[src/rtl/ser_mode_pkg.sv]
package ser_mode_pkg;

    // Enable word; bit positions are architectural (bit0 mode, bit2 port, bit3 serial out)
    typedef struct packed {
        logic so_ena;      // bit 3
        logic port_drive;  // bit 2
        logic spare;       // bit 1, no function
        logic count_mode;  // bit 0
    } en_word_t;

    typedef enum logic {
        MODE_SHIFT = 1'b0,
        MODE_COUNT = 1'b1
    } port_mode_e;

    function automatic port_mode_e mode_of(en_word_t e);
        return e.count_mode ? MODE_COUNT : MODE_SHIFT;
    endfunction

    // Serial-data output selection
    function automatic logic so_select(en_word_t e, logic reg_msb);
        if (mode_of(e) == MODE_COUNT)
            return e.so_ena;
        return e.so_ena & reg_msb;
    endfunction

    // Clock output selection
    function automatic logic sk_select(en_word_t e, logic latch, logic phase_hi);
        if (mode_of(e) == MODE_COUNT)
            return latch;
        return latch & phase_hi;
    endfunction

endpackage

[src/rtl/ser_edge_sync.sv]
module ser_edge_sync #(
    parameter int STAGES = 2
) (
    input  logic clk,
    input  logic rst,
    input  logic din,
    output logic dout,
    output logic fall
);
    logic [STAGES-1:0] stg;
    logic              prev;

    generate
        if (STAGES == 1) begin : g_one
            always_ff @(posedge clk) begin
                if (rst) stg <= '0;
                else     stg <= din;
            end
        end else begin : g_many
            always_ff @(posedge clk) begin
                if (rst) stg <= '0;
                else     stg <= {stg[STAGES-2:0], din};
            end
        end
    endgenerate

    always_ff @(posedge clk) begin
        if (rst) prev <= 1'b0;
        else     prev <= stg[STAGES-1];
    end

    assign dout = stg[STAGES-1];
    assign fall = prev & ~stg[STAGES-1];

    // A fall pulse lasts exactly one clock
    p_fall_single_r3: assert property (@(posedge clk) disable iff (rst)
        fall |=> !fall);

endmodule

[src/rtl/ser_cycle_timer.sv]
module ser_cycle_timer #(
    parameter int CYC_CLKS   = 8,
    parameter int CLR_CYCLES = 3
) (
    input  logic clk,
    input  logic rst,
    input  logic cyc_stb,
    input  logic clr_n,
    output logic cyc_hi,
    output logic unit_clr
);
    localparam int PH_W = (CYC_CLKS > 2) ? $clog2(CYC_CLKS) : 1;
    localparam int HALF = CYC_CLKS / 2;
    localparam logic [PH_W-1:0] PH_LAST = PH_W'(CYC_CLKS - 1);
    localparam logic [PH_W-1:0] PH_HALF = PH_W'(HALF);
    localparam int CW = $clog2(CLR_CYCLES + 1);
    localparam logic [CW-1:0] CLR_MAX = CW'(CLR_CYCLES);

    logic [PH_W-1:0] phase;
    logic [CW-1:0]   clr_cnt;

    always_ff @(posedge clk) begin
        if (rst)                   phase <= PH_LAST;
        else if (cyc_stb)          phase <= '0;
        else if (phase != PH_LAST) phase <= phase + 1'b1;
    end

    assign cyc_hi = (phase < PH_HALF);

    always_ff @(posedge clk) begin
        if (rst || clr_n)                         clr_cnt <= '0;
        else if (cyc_stb && clr_cnt != CLR_MAX)   clr_cnt <= clr_cnt + 1'b1;
    end

    assign unit_clr = (clr_cnt == CLR_MAX);

    p_phase_start_r8: assert property (@(posedge clk) disable iff (rst)
        cyc_stb |=> cyc_hi);

    p_clr_after_low_r10: assert property (@(posedge clk) disable iff (rst)
        unit_clr |-> $past(!clr_n));

endmodule

[src/rtl/ser_shift_core.sv]
module ser_shift_core
    import ser_mode_pkg::*;
#(
    parameter int W = 4
) (
    input  logic         clk,
    input  logic         rst,
    input  logic         clear,
    input  logic         cyc_stb,
    input  logic         en_ld,
    input  logic [3:0]   en_din,
    input  logic         xchg,
    input  logic [W-1:0] acc_in,
    input  logic         carry_in,
    input  logic         sdata,
    input  logic         fall,
    output logic [W-1:0] q,
    output en_word_t     en,
    output logic         skl
);
    always_ff @(posedge clk) begin
        if (rst || clear) begin
            en  <= '0;
            q   <= '0;
            skl <= 1'b0;
        end else begin
            if (en_ld) en <= en_word_t'(en_din);
            if (xchg) begin
                q   <= acc_in;
                skl <= carry_in;
            end else if (mode_of(en) == MODE_COUNT) begin
                if (fall) q <= q - 1'b1;
            end else if (cyc_stb) begin
                q <= {q[W-2:0], sdata};
            end
        end
    end

    p_shift_step_r2: assert property (@(posedge clk) disable iff (rst)
        (!en.count_mode && cyc_stb && !xchg && !clear)
        |=> q == {$past(q[W-2:0]), $past(sdata)});

    p_count_step_r3: assert property (@(posedge clk) disable iff (rst)
        (en.count_mode && fall && !xchg && !clear) |=> q == $past(q) - 1'b1);

    p_count_hold_r3: assert property (@(posedge clk) disable iff (rst)
        (en.count_mode && !fall && !xchg && !clear) |=> $stable(q));

    p_xchg_load_r6: assert property (@(posedge clk) disable iff (rst)
        (xchg && !clear) |=> (q == $past(acc_in)) && (skl == $past(carry_in)));

    p_clear_zero_r10: assert property (@(posedge clk) disable iff (rst)
        clear |=> (q == '0) && (en == '0) && !skl);

endmodule

[src/rtl/ser_mode_port.sv]
module ser_mode_port
    import ser_mode_pkg::*;
#(
    parameter int W          = 4,
    parameter int SYNC_STG   = 2,
    parameter int CYC_CLKS   = 8,
    parameter int CLR_CYCLES = 3
) (
    input  logic         clk,
    input  logic         rst,
    input  logic         cyc_stb,
    input  logic         clr_n,
    input  logic         en_ld,
    input  logic [3:0]   en_din,
    input  logic         xchg,
    input  logic [W-1:0] acc_in,
    input  logic         carry_in,
    input  logic         si,
    output logic [W-1:0] acc_out,
    output logic         so,
    output logic         sk,
    output logic         port_oe
);
    logic     s_bit, s_fall, cyc_hi, unit_clr, skl;
    logic [W-1:0] q;
    en_word_t en;

    ser_edge_sync #(.STAGES(SYNC_STG)) u_sync (
        .clk (clk), .rst (rst), .din (si), .dout (s_bit), .fall (s_fall)
    );

    ser_cycle_timer #(.CYC_CLKS(CYC_CLKS), .CLR_CYCLES(CLR_CYCLES)) u_timer (
        .clk (clk), .rst (rst), .cyc_stb (cyc_stb), .clr_n (clr_n),
        .cyc_hi (cyc_hi), .unit_clr (unit_clr)
    );

    ser_shift_core #(.W(W)) u_core (
        .clk (clk), .rst (rst), .clear (unit_clr), .cyc_stb (cyc_stb),
        .en_ld (en_ld), .en_din (en_din), .xchg (xchg), .acc_in (acc_in),
        .carry_in (carry_in), .sdata (s_bit), .fall (s_fall),
        .q (q), .en (en), .skl (skl)
    );

    assign acc_out = q;
    assign so      = so_select(en, q[W-1]);
    assign sk      = sk_select(en, skl, cyc_hi);
    assign port_oe = en.port_drive;

    p_port_oe_load_r9: assert property (@(posedge clk) disable iff (rst)
        (en_ld && !unit_clr) |=> port_oe == $past(en_din[2]));

    p_so_count_r4: assert property (@(posedge clk) disable iff (rst)
        (en_ld && en_din[0] && !unit_clr) |=> so == $past(en_din[3]));

    p_sk_count_r7: assert property (@(posedge clk) disable iff (rst)
        (en_ld && en_din[0] && xchg && !unit_clr) |=> sk == $past(carry_in));

endmodule

[config.mk]
export PLATFORM = sky130hd
export DESIGN_NAME = ser_mode_port
export DESIGN_NICKNAME = d
export VERILOG_FILES = /design/src/rtl/ser_mode_pkg.sv /design/src/rtl/ser_edge_sync.sv /design/src/rtl/ser_cycle_timer.sv /design/src/rtl/ser_shift_core.sv /design/src/rtl/ser_mode_port.sv
export SDC_FILE = /design/constraint.sdc
export NUM_CORES = 1
export LEC_CHECK = 0
export CORE_MARGIN = 2
export CORE_UTILIZATION = 45
export DETAILED_ROUTE_END_ITERATION = 6
export GPL_ROUTABILITY_DRIVEN = 1
export PLACE_DENSITY = 0.88
export SLEW_MARGIN = 20
export SYNTH_ARGS = -nofsm -noshare
export SYNTH_HDL_FRONTEND = slang
export SYNTH_SLANG_ARGS = --single-unit
export TNS_END_PERCENT = 1
[constraint.sdc]
create_clock -name clk -period 4.13 [get_ports clk]
set_input_delay 1.0325 -clock clk [delete_from_list [all_inputs] [get_ports clk]]
set_output_delay 1.0325 -clock clk [all_outputs]
set_load 0.01 [all_outputs]
* After elaboration in Yosys (flattened, before gate mapping)
Cells that the tools add are included.
** Cells by class
- $add $sub $neg :: 3
- Multiply operators :: 0
- Div/mod/pow operators :: 0
- Order comparisons :: 1
- Equality and inequality tests :: 4
- Shift-type cells :: 0
- Muxes and demuxes :: 12
- Bitwise logic cells :: 4
- Reductions and logical operators :: 6
** Operators by type and width (number)
- two-way mux 4 bit :: 4
- two-way mux 1 bit :: 6
- two-way mux 3 bit :: 2
- inequality test 3 bit (second input constant) :: 2
- subtractor 4 x 1 -> 4 bit (second input constant) :: 1
- adder 3 x 1 -> 3 bit (second input constant) :: 1
- bitwise AND 1 bit :: 3
- < comparator 3 bit (second input constant) :: 1
- nonzero test 3 bit :: 1
- adder 2 x 1 -> 2 bit (second input constant) :: 1
- == test 2 bit (second input constant) :: 1
- logical OR 1 bit :: 2
- inequality test 2 bit (second input constant) :: 1
- AND reduction 2 bit :: 1
- nonzero test 2 bit :: 1
- logical AND 1 bit :: 1
- inverter 1 bit :: 1
** Word-level totals
- Bits in registers :: 16
- Bits in latches :: 0
- Memory bits (writable) :: 0
- ROM bits :: 0
- Input port bits :: 16
- Output and inout bits :: 7
- Logic and storage cells :: 39
- Memories kept :: 0

* Depth between registers and ports, before layout
- Word-level depth :: 5
- Mapped depth :: 5

* Modules after synthesis
Synthesis repeated with hierarchy kept, for this count alone.
** Second synthesis, totals
- Cells, all modules :: 83
- Area, all modules :: 810.8 um^2
** By module, submodules not included
- ser_shift_core :: instances 1, cells an instance 54, area an instance 478.0 um^2
- ser_cycle_timer :: instances 1, cells an instance 20, area an instance 230.2 um^2
- ser_edge_sync :: instances 1, cells an instance 7, area an instance 87.6 um^2
- ser_mode_port :: instances 1, cells an instance 2, area an instance 15.0 um^2

* Least setup slack after synthesis
No wires, ideal clock.
- Path kind :: input -> register
- Start point :: in rst
- End point :: reg u_core.q[3]
- Library setup time :: 0.079 ns
- Arrival :: 1.818 ns
- Data required time :: 4.051 ns
- Path slack :: 2.233 ns
- Cell stages on the path :: 3
- Cells stage by stage :: or3b_1 -> or4_1 -> o211ai_1
** On the way
- Longest elaborated chain between the ends :: 1
** Ends and longest elaborated chain
- from (decl) :: line ser_mode_port.sv:10 : input logic rst,
- logical OR 1 bit :: line ser_shift_core.sv:22 : if (rst || clear) begin
- to (signal assigned) :: line ser_shift_core.sv:29 : q <= acc_in;
- to (signal assigned) :: line ser_shift_core.sv:32 : if (fall) q <= q - 1'b1;
- to (signal assigned) :: line ser_shift_core.sv:34 : q <= {q[W-2:0], sdata};
- to (decl) :: line ser_shift_core.sv:17 : output logic [W-1:0] q,
Every way passes these cells.
A chain may end at the register's enable or synchronous reset.

* Worst setup path after layout
- Start point :: reg, netlist name u_core.en[0]
- End point :: out sk
** On the way
- Longest elaborated chain between the ends :: 3
** Ends and longest elaborated chain
- two-way mux 1 bit :: line ser_mode_pkg.sv:17 : return e.count_mode ? MODE_COUNT : MODE_SHIFT;
- two-way mux 1 bit :: line ser_mode_pkg.sv:29 : if (mode_of(e) == MODE_COUNT)
- two-way mux 1 bit :: line ser_mode_pkg.sv:31 : return latch & phase_hi;
- to (decl) :: line ser_mode_port.sv:21 : output logic sk,
Every way passes these cells.

==> results.cfg <==
[setup_path]
cp_cell_sequence = inv_1, a21boi_0, clkdlybuf4s50_1
required_ps = 3100
crit_type = flop to primary output
cp-start-kind = flop
max_stage_delay_ps = 580
arrival_ps = 1670
crit_path_max_fanout = 13
cpMaxStageDelayCell = dfxtp_1
endpoint_kind = primary output

[floorplanning]
dieArea_um2 = 2140
core_um2 = 1710
initial_utilization_pct = 47.1
die_w_um = 46.3
row_count = 15
die_h_um = 46.3
io_pins = 23

[clock_network]
path_clk_slew_ps = 90
clock-sinks = 16
postCtsSetupRepairBufs = 0
tritoncts = yes
cts_buffer_depth = 2
cts-root-buf = clkbuf_4
cts_resized = 0
insertion_delay_ps = 280
ctsHoldBuffers = 0
cts_made_buffers = 3
htreeDepth = 1

[grt]
grt_pass1_wl_mm = 2.51
grt_overflow_total = 0
grt_max_degree = 16
grt_pass1_vias = 627
grt_usage_pct = 16.6
antenna_found_initial = 0

[yosys]
synth_compound_area_share_pct = 15.2
synth_cell_types = 32
synth_ff_type = dfxtp_1
ys_warn_count = 0
ys_seq_area_share_pct = 39.8
ys_ff_latch = 16
synth_edf_count = 0
yosys.area_share.xor_xnor_pct = 3.27
synthMuxAreaShare_pct = 8.71
synthAdderAreaFrac_pct = 6.22
synth_cells = 84
syn_area_um2 = 805
mappedNetlistNets = 104
synth_top_family_by_area = simple AND/OR/NAND/NOR gates
synthArstFlopShare_pct = 0
yosys.area_share.simple_pct = 22.7
synth_area_per_cell_um2 = 9.58

[flow_run]
drv_cap = 0

[layout]
antenna_cells = 0
final_common_cell = clkdlybuf4s50_1
drive_above_1_share_pct = 4.81
final_nets = 126
stdcell_area_um2 = 1050
area_growth_pct = 30.6
postLayoutCoreUtil_pct = 61.5
layout_common_cells = clkdlybuf4s50_1, dfxtp_1, mux2i_1, nor2b_1, nor3_1

[detailed_routing]
wirelength_mm = 1.59
vias = 676
drt_iter0_drc = 8
wire_per_inst_um = 12.3
vias_per_cell = 5.24
drt_first_pass_iters = 4
ant_nets = 0
remaining_drc_errors = 0

[placed_design]
pre_cts_ws_ps = 1450
placed_area_um2 = 1030
place.gp.congestion = 0.714
numPortBuffers = 21
dpl.hpwl_mm = 1.20

[sta]
finalCritPeriodShare_pct = 65.3
fin_crit_ps = 2700
setup_ws_ps = 1430
setup_viol = 0
rsz0062_at_grt = false
slew_violations = 0
relSlewSlack_pct = 69.0
max_freq_ghz = 0.371
clock_skew_ps = 5.32
tightest_slew_ps = 464
hold_viol = 0
tns_ps = 0

[run_status]
status = finished, final reports clean

[power_and_ir_drop]
power_density_nw_per_um2 = 314
finalPower_uw = 330
p_leak_nw = 0.406
ir_drop_mv = 0.214

[worst_hold_path]
holdCritPathClass = flop to flop
-- worst max-delay path: cells and delay by family (launching register included) --
kind	cells	cell delay [ps]
AO/OA/AOI/OAI	1	170
buffers and inverters	2	640
flip-flops	1	580
-- worst paths after layout --
path | startpoint | to | slack [ps] | depth (start not counted)
max | u_core.en[0] | sk | 1430 | 3
min | u_sync.stg[0] | u_sync.stg[1] | 460 | 1
max reg2reg | u_timer.clr_cnt[0] | u_core.q[3] | 2580 | 4
min reg2reg | u_sync.stg[0] | u_sync.stg[1] | 460 | 1
-- Yosys cell counts (2+ instances only) --
| library cell | count | area (um2) |
|---|---|---|
| dfxtp_1 | 16 | 320 |
| mux2i_1 | 7 | 70.1 |
| nor2b_1 | 6 | 37.5 |
| nor3_1 | 6 | 30.0 |
| ha_1 | 4 | 50.1 |
| inv_1 | 4 | 15.0 |
| a31oi_1 | 3 | 18.8 |
| nand2_1 | 3 | 11.3 |
| nor2_1 | 3 | 11.3 |
| o211ai_1 | 3 | 22.5 |
| o21bai_1 | 3 | 22.5 |
| a211o_1 | 2 | 17.5 |
| buf_2 | 2 | 10.0 |
| clkbuf_1 | 2 | 7.51 |
| o41ai_1 | 2 | 17.5 |
| xnor2_1 | 2 | 17.5 |
-- power breakdown --
| group | switching [mW] | internal [mW] | leakage (nW) |
|---|---|---|---|
| registers | 0.0113 | 0.166 | 0.132 |
| logic | 0.0294 | 0.0444 | 0.260 |
| clock network | 0.0459 | 0.0338 | 0.0138 |
-- cell families after synthesis --
| logic type | after synthesis |
|---|---|
| xor+xnor | 3 |
| flops | 16 |
| simple gates | 30 |
| buf+inv | 8 |
| compound gates | 16 |
| fa+ha+maj | 4 |
| mux | 7 |
-- metal layers --
metal	vias to the layer above	GRT usage [%]	wire [um]	share of wire, %
met3	4	3.14	63	4.0
met2	16	28.9	798	50
met1	311	18.4	698	44
met5	-	0	0	0
met4	0	10.3	26	1.6
li1	345	-	-	-
-- state kept, by name (all words and copies together) (netlist names) --
name	cells
u_sync.stg	2
u_timer.phase	3
u_core.en	3
u_timer.clr_cnt	2
u_core.q	4
u_sync.prev	1
u_core.skl	1
-- layout make-up --
| type | instances | area (um2) |
|---|---|---|
| tap | 25 | 31.3 |
| multi-input combinational | 60 | 452 |
| clock buffer | 3 | 22.5 |
| fill | 148 | 657 |
| sequential | 16 | 320 |
| inverter | 4 | 15.0 |
| timing repair buffer | 21 | 210 |
-- through the flow --
| step | cells | hold slack [ps] |
|---|---|---|
| 2_1_floorplan | 84 | 414 |
| 3_3_place_gp | 126 | 428 |
| 3_5_place_dp | 126 | 446 |
| 4_1_cts | 129 | 460 |
| 5_1_grt | 129 | 479 |
| 6_report | 129 | 457 |
Power figures use the tool's default switching activity.
